<file path="src/rtl/adc_frame_pkg.sv">
`timescale 1ns/1ps
package adc_frame_pkg;
   typedef enum logic [2:0] {
      FR_IDLE,
      FR_LEAD,
      FR_HIGH,
      FR_LOW,
      FR_GAP
   } frame_state_e;
endpackage

</file>
<file path="src/rtl/adc_half_timer.sv">
`timescale 1ns/1ps
// Half-period tick generator; the length is latched on restart.
module adc_half_timer #(
   parameter int DIV_W = 8
) (
   input  logic             clk,
   input  logic             rst_n,
   input  logic             restart_i,
   input  logic             run_i,
   input  logic [DIV_W-1:0] div_i,
   output logic             tick_o
);
   logic [DIV_W-1:0] div_q;
   logic [DIV_W-1:0] cnt_q;

   assign tick_o = run_i && (cnt_q == div_q);

   always_ff @(posedge clk or negedge rst_n) begin
      if (!rst_n) begin
         div_q <= '0;
         cnt_q <= '0;
      end else if (restart_i) begin
         div_q <= div_i;
         cnt_q <= '0;
      end else if (run_i) begin
         cnt_q <= tick_o ? '0 : cnt_q + 1'b1;
      end
   end
endmodule

</file>
<file path="src/rtl/adc_cmd_shifter.sv">
`timescale 1ns/1ps
// Command shifter; the leading bit is forced to the start marker.
module adc_cmd_shifter #(
   parameter int CMD_BITS = 8
) (
   input  logic                clk,
   input  logic                rst_n,
   input  logic                load_i,
   input  logic [CMD_BITS-1:0] cmd_i,
   input  logic                shift_i,
   output logic                bit_o
);
   localparam logic [CMD_BITS-1:0] START_MASK = {1'b1, {(CMD_BITS-1){1'b0}}};

   logic [CMD_BITS-1:0] sh_q;

   assign bit_o = sh_q[CMD_BITS-1];

   always_ff @(posedge clk or negedge rst_n) begin
      if (!rst_n) begin
         sh_q <= '0;
      end else if (load_i) begin
         sh_q <= cmd_i | START_MASK;
      end else if (shift_i) begin
         sh_q <= {sh_q[CMD_BITS-2:0], 1'b0};
      end
   end
endmodule

</file>
<file path="src/rtl/adc_result_capture.sv">
`timescale 1ns/1ps
// Busy-pulse gated result collector.
module adc_result_capture #(
   parameter int RES_BITS    = 12,
   parameter int SYNC_STAGES = 0
) (
   input  logic                clk,
   input  logic                rst_n,
   input  logic                clear_i,
   input  logic                busy_i,
   input  logic                window_i,
   input  logic                sample_i,
   input  logic                sdo_i,
   output logic [RES_BITS-1:0] data_o
);
   localparam int BITS_W = $clog2(RES_BITS + 1);

   logic              busy_s;
   logic              busy_d;
   logic              seen_q;
   logic              armed_q;
   logic [BITS_W-1:0] bits_q;
   logic [RES_BITS-1:0] data_q;

   generate
      if (SYNC_STAGES == 0) begin : g_direct
         assign busy_s = busy_i;
      end else begin : g_sync
         logic [SYNC_STAGES-1:0] sync_q;
         always_ff @(posedge clk or negedge rst_n) begin
            if (!rst_n) sync_q <= '0;
            else        sync_q <= (sync_q << 1) | SYNC_STAGES'(busy_i);
         end
         assign busy_s = sync_q[SYNC_STAGES-1];
      end
   endgenerate

   assign data_o = data_q;

   always_ff @(posedge clk or negedge rst_n) begin
      if (!rst_n) begin
         busy_d  <= 1'b0;
         seen_q  <= 1'b0;
         armed_q <= 1'b0;
         bits_q  <= '0;
         data_q  <= '0;
      end else if (clear_i) begin
         busy_d  <= 1'b0;
         seen_q  <= 1'b0;
         armed_q <= 1'b0;
         bits_q  <= '0;
         data_q  <= '0;
      end else begin
         busy_d <= busy_s;
         if (window_i && busy_s)
            seen_q <= 1'b1;
         if (window_i && seen_q && busy_d && !busy_s)
            armed_q <= 1'b1;
         if (sample_i && armed_q && (bits_q != BITS_W'(RES_BITS))) begin
            data_q <= {data_q[RES_BITS-2:0], sdo_i};
            bits_q <= bits_q + 1'b1;
         end
      end
   end
endmodule

</file>
<file path="src/rtl/adc_frame_host.sv">
`timescale 1ns/1ps
module adc_frame_host #(
   parameter int DIV_W       = 8,
   parameter int CMD_BITS    = 8,
   parameter int RES_BITS    = 12,
   parameter int FRAME_CLKS  = 24,
   parameter int GAP_CLKS    = 1,
   parameter int SYNC_STAGES = 0
) (
   input  logic                clk,
   input  logic                rst_n,
   input  logic                start_i,
   input  logic [CMD_BITS-1:0] cmd_i,
   input  logic [DIV_W-1:0]    div_i,
   input  logic                busy_i,
   input  logic                sdo_i,
   output logic                cs_n_o,
   output logic                sclk_o,
   output logic                sdi_o,
   output logic                done_o,
   output logic [RES_BITS-1:0] result_o
);
   import adc_frame_pkg::*;

   localparam int CNT_W      = $clog2(FRAME_CLKS + 1);
   localparam int GAP_HALVES = 2 * GAP_CLKS;
   localparam int GAP_W      = $clog2(GAP_HALVES + 1);

   generate
      if (FRAME_CLKS < CMD_BITS + RES_BITS + 1) begin : g_bad_frame
         $error("frame too short for command, busy slot and result");
      end
      if (CMD_BITS < 2) begin : g_bad_cmd
         $error("command needs a start bit and at least one payload bit");
      end
      if (GAP_CLKS < 1 || DIV_W < 1 || RES_BITS < 2) begin : g_bad_misc
         $error("gap, divider and result widths must be positive");
      end
   endgenerate

   frame_state_e        state_q;
   logic [CNT_W-1:0]    clk_cnt_q;
   logic [GAP_W-1:0]    gap_q;
   logic                cs_n_q;
   logic                sclk_q;
   logic                done_q;
   logic [RES_BITS-1:0] result_q;
   logic [RES_BITS-1:0] cap_data;
   logic                tick;
   logic                accept;
   logic                fall_edge;

   assign accept    = (state_q == FR_IDLE) && start_i;
   assign fall_edge = (state_q == FR_HIGH) && tick;

   adc_half_timer #(.DIV_W(DIV_W)) u_timer (
      .clk       (clk),
      .rst_n     (rst_n),
      .restart_i (accept),
      .run_i     (state_q != FR_IDLE),
      .div_i     (div_i),
      .tick_o    (tick)
   );

   adc_cmd_shifter #(.CMD_BITS(CMD_BITS)) u_cmd (
      .clk     (clk),
      .rst_n   (rst_n),
      .load_i  (accept),
      .cmd_i   (cmd_i),
      .shift_i (fall_edge),
      .bit_o   (sdi_o)
   );

   adc_result_capture #(.RES_BITS(RES_BITS), .SYNC_STAGES(SYNC_STAGES)) u_cap (
      .clk      (clk),
      .rst_n    (rst_n),
      .clear_i  (accept),
      .busy_i   (busy_i),
      .window_i (clk_cnt_q >= CNT_W'(CMD_BITS)),
      .sample_i (fall_edge),
      .sdo_i    (sdo_i),
      .data_o   (cap_data)
   );

   always_ff @(posedge clk or negedge rst_n) begin
      if (!rst_n) begin
         state_q   <= FR_IDLE;
         clk_cnt_q <= '0;
         gap_q     <= '0;
         cs_n_q    <= 1'b1;
         sclk_q    <= 1'b0;
         done_q    <= 1'b0;
         result_q  <= '0;
      end else begin
         done_q <= 1'b0;
         unique case (state_q)
            FR_IDLE: begin
               if (start_i) begin
                  state_q   <= FR_LEAD;
                  cs_n_q    <= 1'b0;
                  clk_cnt_q <= '0;
               end
            end
            FR_LEAD: begin
               if (tick) begin
                  state_q <= FR_HIGH;
                  sclk_q  <= 1'b1;
               end
            end
            FR_HIGH: begin
               if (tick) begin
                  state_q   <= FR_LOW;
                  sclk_q    <= 1'b0;
                  clk_cnt_q <= clk_cnt_q + 1'b1;
               end
            end
            FR_LOW: begin
               if (tick) begin
                  if (clk_cnt_q == CNT_W'(FRAME_CLKS)) begin
                     state_q  <= FR_GAP;
                     cs_n_q   <= 1'b1;
                     done_q   <= 1'b1;
                     result_q <= cap_data;
                     gap_q    <= '0;
                  end else begin
                     state_q <= FR_HIGH;
                     sclk_q  <= 1'b1;
                  end
               end
            end
            FR_GAP: begin
               if (tick) begin
                  if (gap_q == GAP_W'(GAP_HALVES - 1)) state_q <= FR_IDLE;
                  else                                 gap_q   <= gap_q + 1'b1;
               end
            end
            default: state_q <= FR_IDLE;
         endcase
      end
   end

   assign cs_n_o   = cs_n_q;
   assign sclk_o   = sclk_q;
   assign done_o   = done_q;
   assign result_o = result_q;
endmodule

</file>
<file path="config.mk">
export PLATFORM = sky130hd
export DESIGN_NAME = adc_frame_host
export DESIGN_NICKNAME = d
export VERILOG_FILES = /design/src/rtl/adc_frame_pkg.sv /design/src/rtl/adc_half_timer.sv /design/src/rtl/adc_cmd_shifter.sv /design/src/rtl/adc_result_capture.sv /design/src/rtl/adc_frame_host.sv
export SDC_FILE = /design/constraint.sdc
export NUM_CORES = 1
export LEC_CHECK = 0
export BUFFER_PORTS_ARGS = -buffer_cell sky130_fd_sc_hd__buf_2
export CAP_MARGIN = 25
export CORE_ASPECT_RATIO = 0.8
export CORE_MARGIN = 2
export CORE_UTILIZATION = 60
export DETAILED_ROUTE_END_ITERATION = 10
export GPL_TIMING_DRIVEN = 0
export PLACE_DENSITY = 0.84
export SLEW_MARGIN = 20
export SYNTH_ARGS = -nofsm -noshare
export SYNTH_HDL_FRONTEND = slang
export SYNTH_HIERARCHICAL = 1
export SYNTH_SLANG_ARGS = --single-unit
</file>
<file path="constraint.sdc">
create_clock -name clk -period 4.75 [get_ports clk]
set_input_delay 0.7125 -clock clk [delete_from_list [all_inputs] [get_ports clk]]
set_output_delay 0.7125 -clock clk [all_outputs]
set_load 0.1 [all_outputs]
</file>
==> flow_metrics.tcl <==
set metrics [dict create \
    slew_headroom_pct 66.37 \
    synthXorXnorAreaFrac_pct 3.791 \
    syn_area_per_cell_um2 11.85 \
    finalCritPeriodShare_pct 65.99 \
    worst-path-stages 9 \
    startpoint_type "register" \
    core-area_um2 5094 \
    synth_top_family_by_area "multiplexers" \
    slew_violations 0 \
    finalHoldViolCount 0 \
    p_seq_share_pct 46.0 \
    place_area_um2 3510 \
    async_reset_ff_share_pct 100.0 \
    synth-simple-area-share_pct 14.70 \
    grt_usage_pct 23.34 \
    p_comb_share_pct 27.4 \
    synth_compound_area_share_pct 7.814 \
    rsz0062_at_grt "false" \
    fmax_mhz 319.0 \
    die_area_um2 5998 \
    worstSetupEndpointType "register" \
    reg2reg_depth 9 \
    critical_path.max_fanout 11 \
    yosys_warnings 6 \
    path_clk_slew_ns 0.06 \
    ys_seq_area_share_pct 52.65 \
    clock_path_buffers 2 \
    drt_wl_total_um 6213 \
    ctsResizeCount 0 \
    place.gp.congestion 0.8066 \
    path_cells "clkbuf_1 -> or3_1 -> inv_1 -> nor3_4 -> nand4bb_1 -> inv_2 -> nand2_2 -> a31oi_4 -> mux2_2" \
    grt_pass1_vias 2263 \
    postCtsSetupBuffers 0 \
    crit_buf_inv 3 \
    ant_nets 0 \
    synth_mux_area_share_pct 14.78 \
    die_w_um 86.09 \
    cts_root_buffer "clkbuf_8" \
    antenna_cells 0 \
    cp_slowest_stage_delay_ns 0.48 \
    finalSetupViolations 0 \
    holdBufCountCts 0 \
    syn_inst 273 \
    ys_types 55 \
    grt_pass1_wl_um 10820 \
    final_cell_mix "67 x dfrtp_1, 36 x buf_2, 23 x mux2i_1" \
    ys_ff_latch 68 \
    cts_num_sinks 68 \
    p_sw_uw 638.2 \
    worstPathRequired_ns 4.98 \
    syn-cell-area_um2 3234 \
    clkPwrFrac_pct 26.6 \
    fin_worst_skew_ns 0.009866 \
    drc 0 \
    hp-class "in2async" \
    fin_crit_ns 3.135 \
    syn_nets 300 \
    fin_tns_setup_ns 0 \
    num_rows 23 \
    crit_path_top_delay_cell "nor3_4" \
    critical_path_class "reg2reg" \
    io_pins 37 \
    synth_fa_ha_area_share_pct 2.321 \
    synth_flop_cell "dfrtp_1" \
    power_density_nw_per_um2 508.2 \
    p_total_uw 1894 \
    layout.nets 347 \
    via_per_inst 5.724 \
    io_buffers 35 \
    drv_cap 0 \
    initial_utilization_pct 63.50 \
    synth_edf_count 0 \
    clk_latency_ns 0.35 \
    die_h_um 69.67 \
    via_count 2215 \
    crit_family "simple AND/OR/NAND/NOR gates" \
    tightest_slew_ns 0.5028 \
    netSwitchingFraction_pct 33.70 \
    layout_commonest_cell "dfrtp_1" \
    cts_buffers 9 \
    fin_area_um2 3726 \
    arrival_ns 3.37 \
    overflow 0 \
    layout-drive-gt1-share_pct 24.62 \
    first_iter_violations 95 \
    tritoncts "yes" \
    syn_to_final_growth_pct 15.20 \
    ir_drop_uv 314.9 \
    antenna_found_initial 0 \
    drt_pass1_iterations 4 \
    outcome "finished, final reports clean" \
    htreeDepth 3 \
    p_int_uw 1255 \
    p_leak_uw 0.001687 \
    dp.final_hpwl_um 4253 \
    post_drt_wl_per_cell_um 16.05 \
    grt_max_degree 37 \
]
## worst reg2reg max path, cell delays in order, from the launching register on
cell and delay [ns]:
dfrtp_1 0.37, clkbuf_1 0.35, or3_1 0.34, inv_1 0.14
nor3_4 0.48, nand4bb_1 0.31, inv_2 0.23, nand2_2 0.12
a31oi_4 0.30, mux2_2 0.38
## final cells by class
class                           instances  area (um2)
Fill cell                             370        1368
Sequential cell                        68        1703
Clock buffer                           15       186.4
Inverter                               12       45.04
Tap cell                               62       77.57
Multi-Input combinational cell        181        1404
Clock inverter                          1       30.03
Timing Repair Buffer                   36       197.7
Buffer                                 12       82.58
## cells in the mapped netlist (2+ instances only)
| library cell | instances | area, um2 |
|---|---|---|
| inv_2 | 4 | 15.01 |
| nor3_1 | 6 | 30.03 |
| mux2_1 | 13 | 146.4 |
| nand2_1 | 20 | 75.07 |
| a211oi_1 | 3 | 22.52 |
| nor2b_1 | 2 | 12.51 |
| nand2b_1 | 16 | 100.1 |
| o21ai_0 | 5 | 25.02 |
| buf_2 | 2 | 10.01 |
| o21ai_1 | 7 | 35.03 |
| a21oi_1 | 3 | 15.01 |
| o22ai_1 | 2 | 12.51 |
| ha_1 | 6 | 75.07 |
| mux2i_1 | 23 | 230.2 |
| o311ai_1 | 2 | 17.52 |
| nor3_2 | 2 | 20.02 |
| clkbuf_1 | 5 | 18.77 |
| inv_1 | 8 | 30.03 |
| nand3b_1 | 3 | 22.52 |
| xnor2_1 | 10 | 87.58 |
| dfrtp_1 | 67 | 1677 |
| or3_1 | 3 | 18.77 |
| nand4_1 | 5 | 31.28 |
| mux2_2 | 9 | 101.4 |
| buf_4 | 3 | 22.52 |
| xor2_1 | 4 | 35.03 |
| nand3_1 | 4 | 20.02 |
| nor2_1 | 9 | 33.78 |
## layer usage
metal / GRT usage [%] / vias to the layer above / part of all wire, %
li1: - / 1061 / -
met1: 30.72 / 1081 / 46
met2: 36.86 / 66 / 48
met3: 8.214 / 7 / 5.3
met4: 6.173 / 0 / 0.95
met5: 0 / - / 0
## power by group through the flow
| stage | Clock (uW) | Combinational, uW | Sequential (uW) |
|---|---|---|---|
| after CTS | 514 | 521 | 869 |
| after detailed placement | 0 | 512 | 877 |
| after global placement | 0 | 485 | 869 |
| after global routing | 540 | 576 | 891 |
| final | 504 | 518 | 871 |
| after floorplan | 0 | 351 | 905 |
## kinds of logic (layout without fill, tap and decap cells)
logic type	count (synthesis)	count (layout)
mux	45	45
flops	68	68
fa+ha+maj	6	6
buf+inv	24	76
compound gates	35	35
xor+xnor	14	14
simple gates	81	81
## sequential cells by signal, indices dropped and copies added, names as in the netlist, 2 cells and up
| signal | count |
|---|---|
| u_timer/cnt_q | 8 |
| state_q | 3 |
| u_cap/bits_q | 4 |
| result_o | 12 |
| u_cap/data_o | 12 |
| gap_q | 2 |
| u_cmd/sh_q | 8 |
| u_timer/div_q | 8 |
| clk_cnt_q | 5 |
## final timing paths
kind	start	endpoint	slack (ns)
worst max register to register	state_q[1]	u_cap/bits_q[0]	1.62
worst min register to register	result_o[10]	result_o[10]	0.48
min in group clk	result_o[10]	result_o[10]	0.48
worst max-delay path	state_q[1]	u_cap/bits_q[0]	1.62
max in group asynchronous	rst_n	u_cap/data_o[4]	3.92
worst min-delay path	rst_n	u_cap/bits_q[3]	0.30
## metrics by stage
| stage | worst slack (ns) | hold WS, ns | util, % | cells |
|---|---|---|---|---|
| 6_report | 1.615 | 0.3035 | 73.15 | 387 |
| 5_1_grt | 1.413 | 0.3298 | 73.15 | 387 |
| 4_1_cts | 1.647 | 0.3125 | 73.15 | 387 |
| 3_5_place_dp | 1.654 | 0.4694 | 68.90 | 371 |
| 3_3_place_gp | 1.776 | 0.4636 | 68.46 | 370 |
| 2_1_floorplan | 2.185 | 0.4169 | - | 273 |
(Power assumes the default switching activity.)
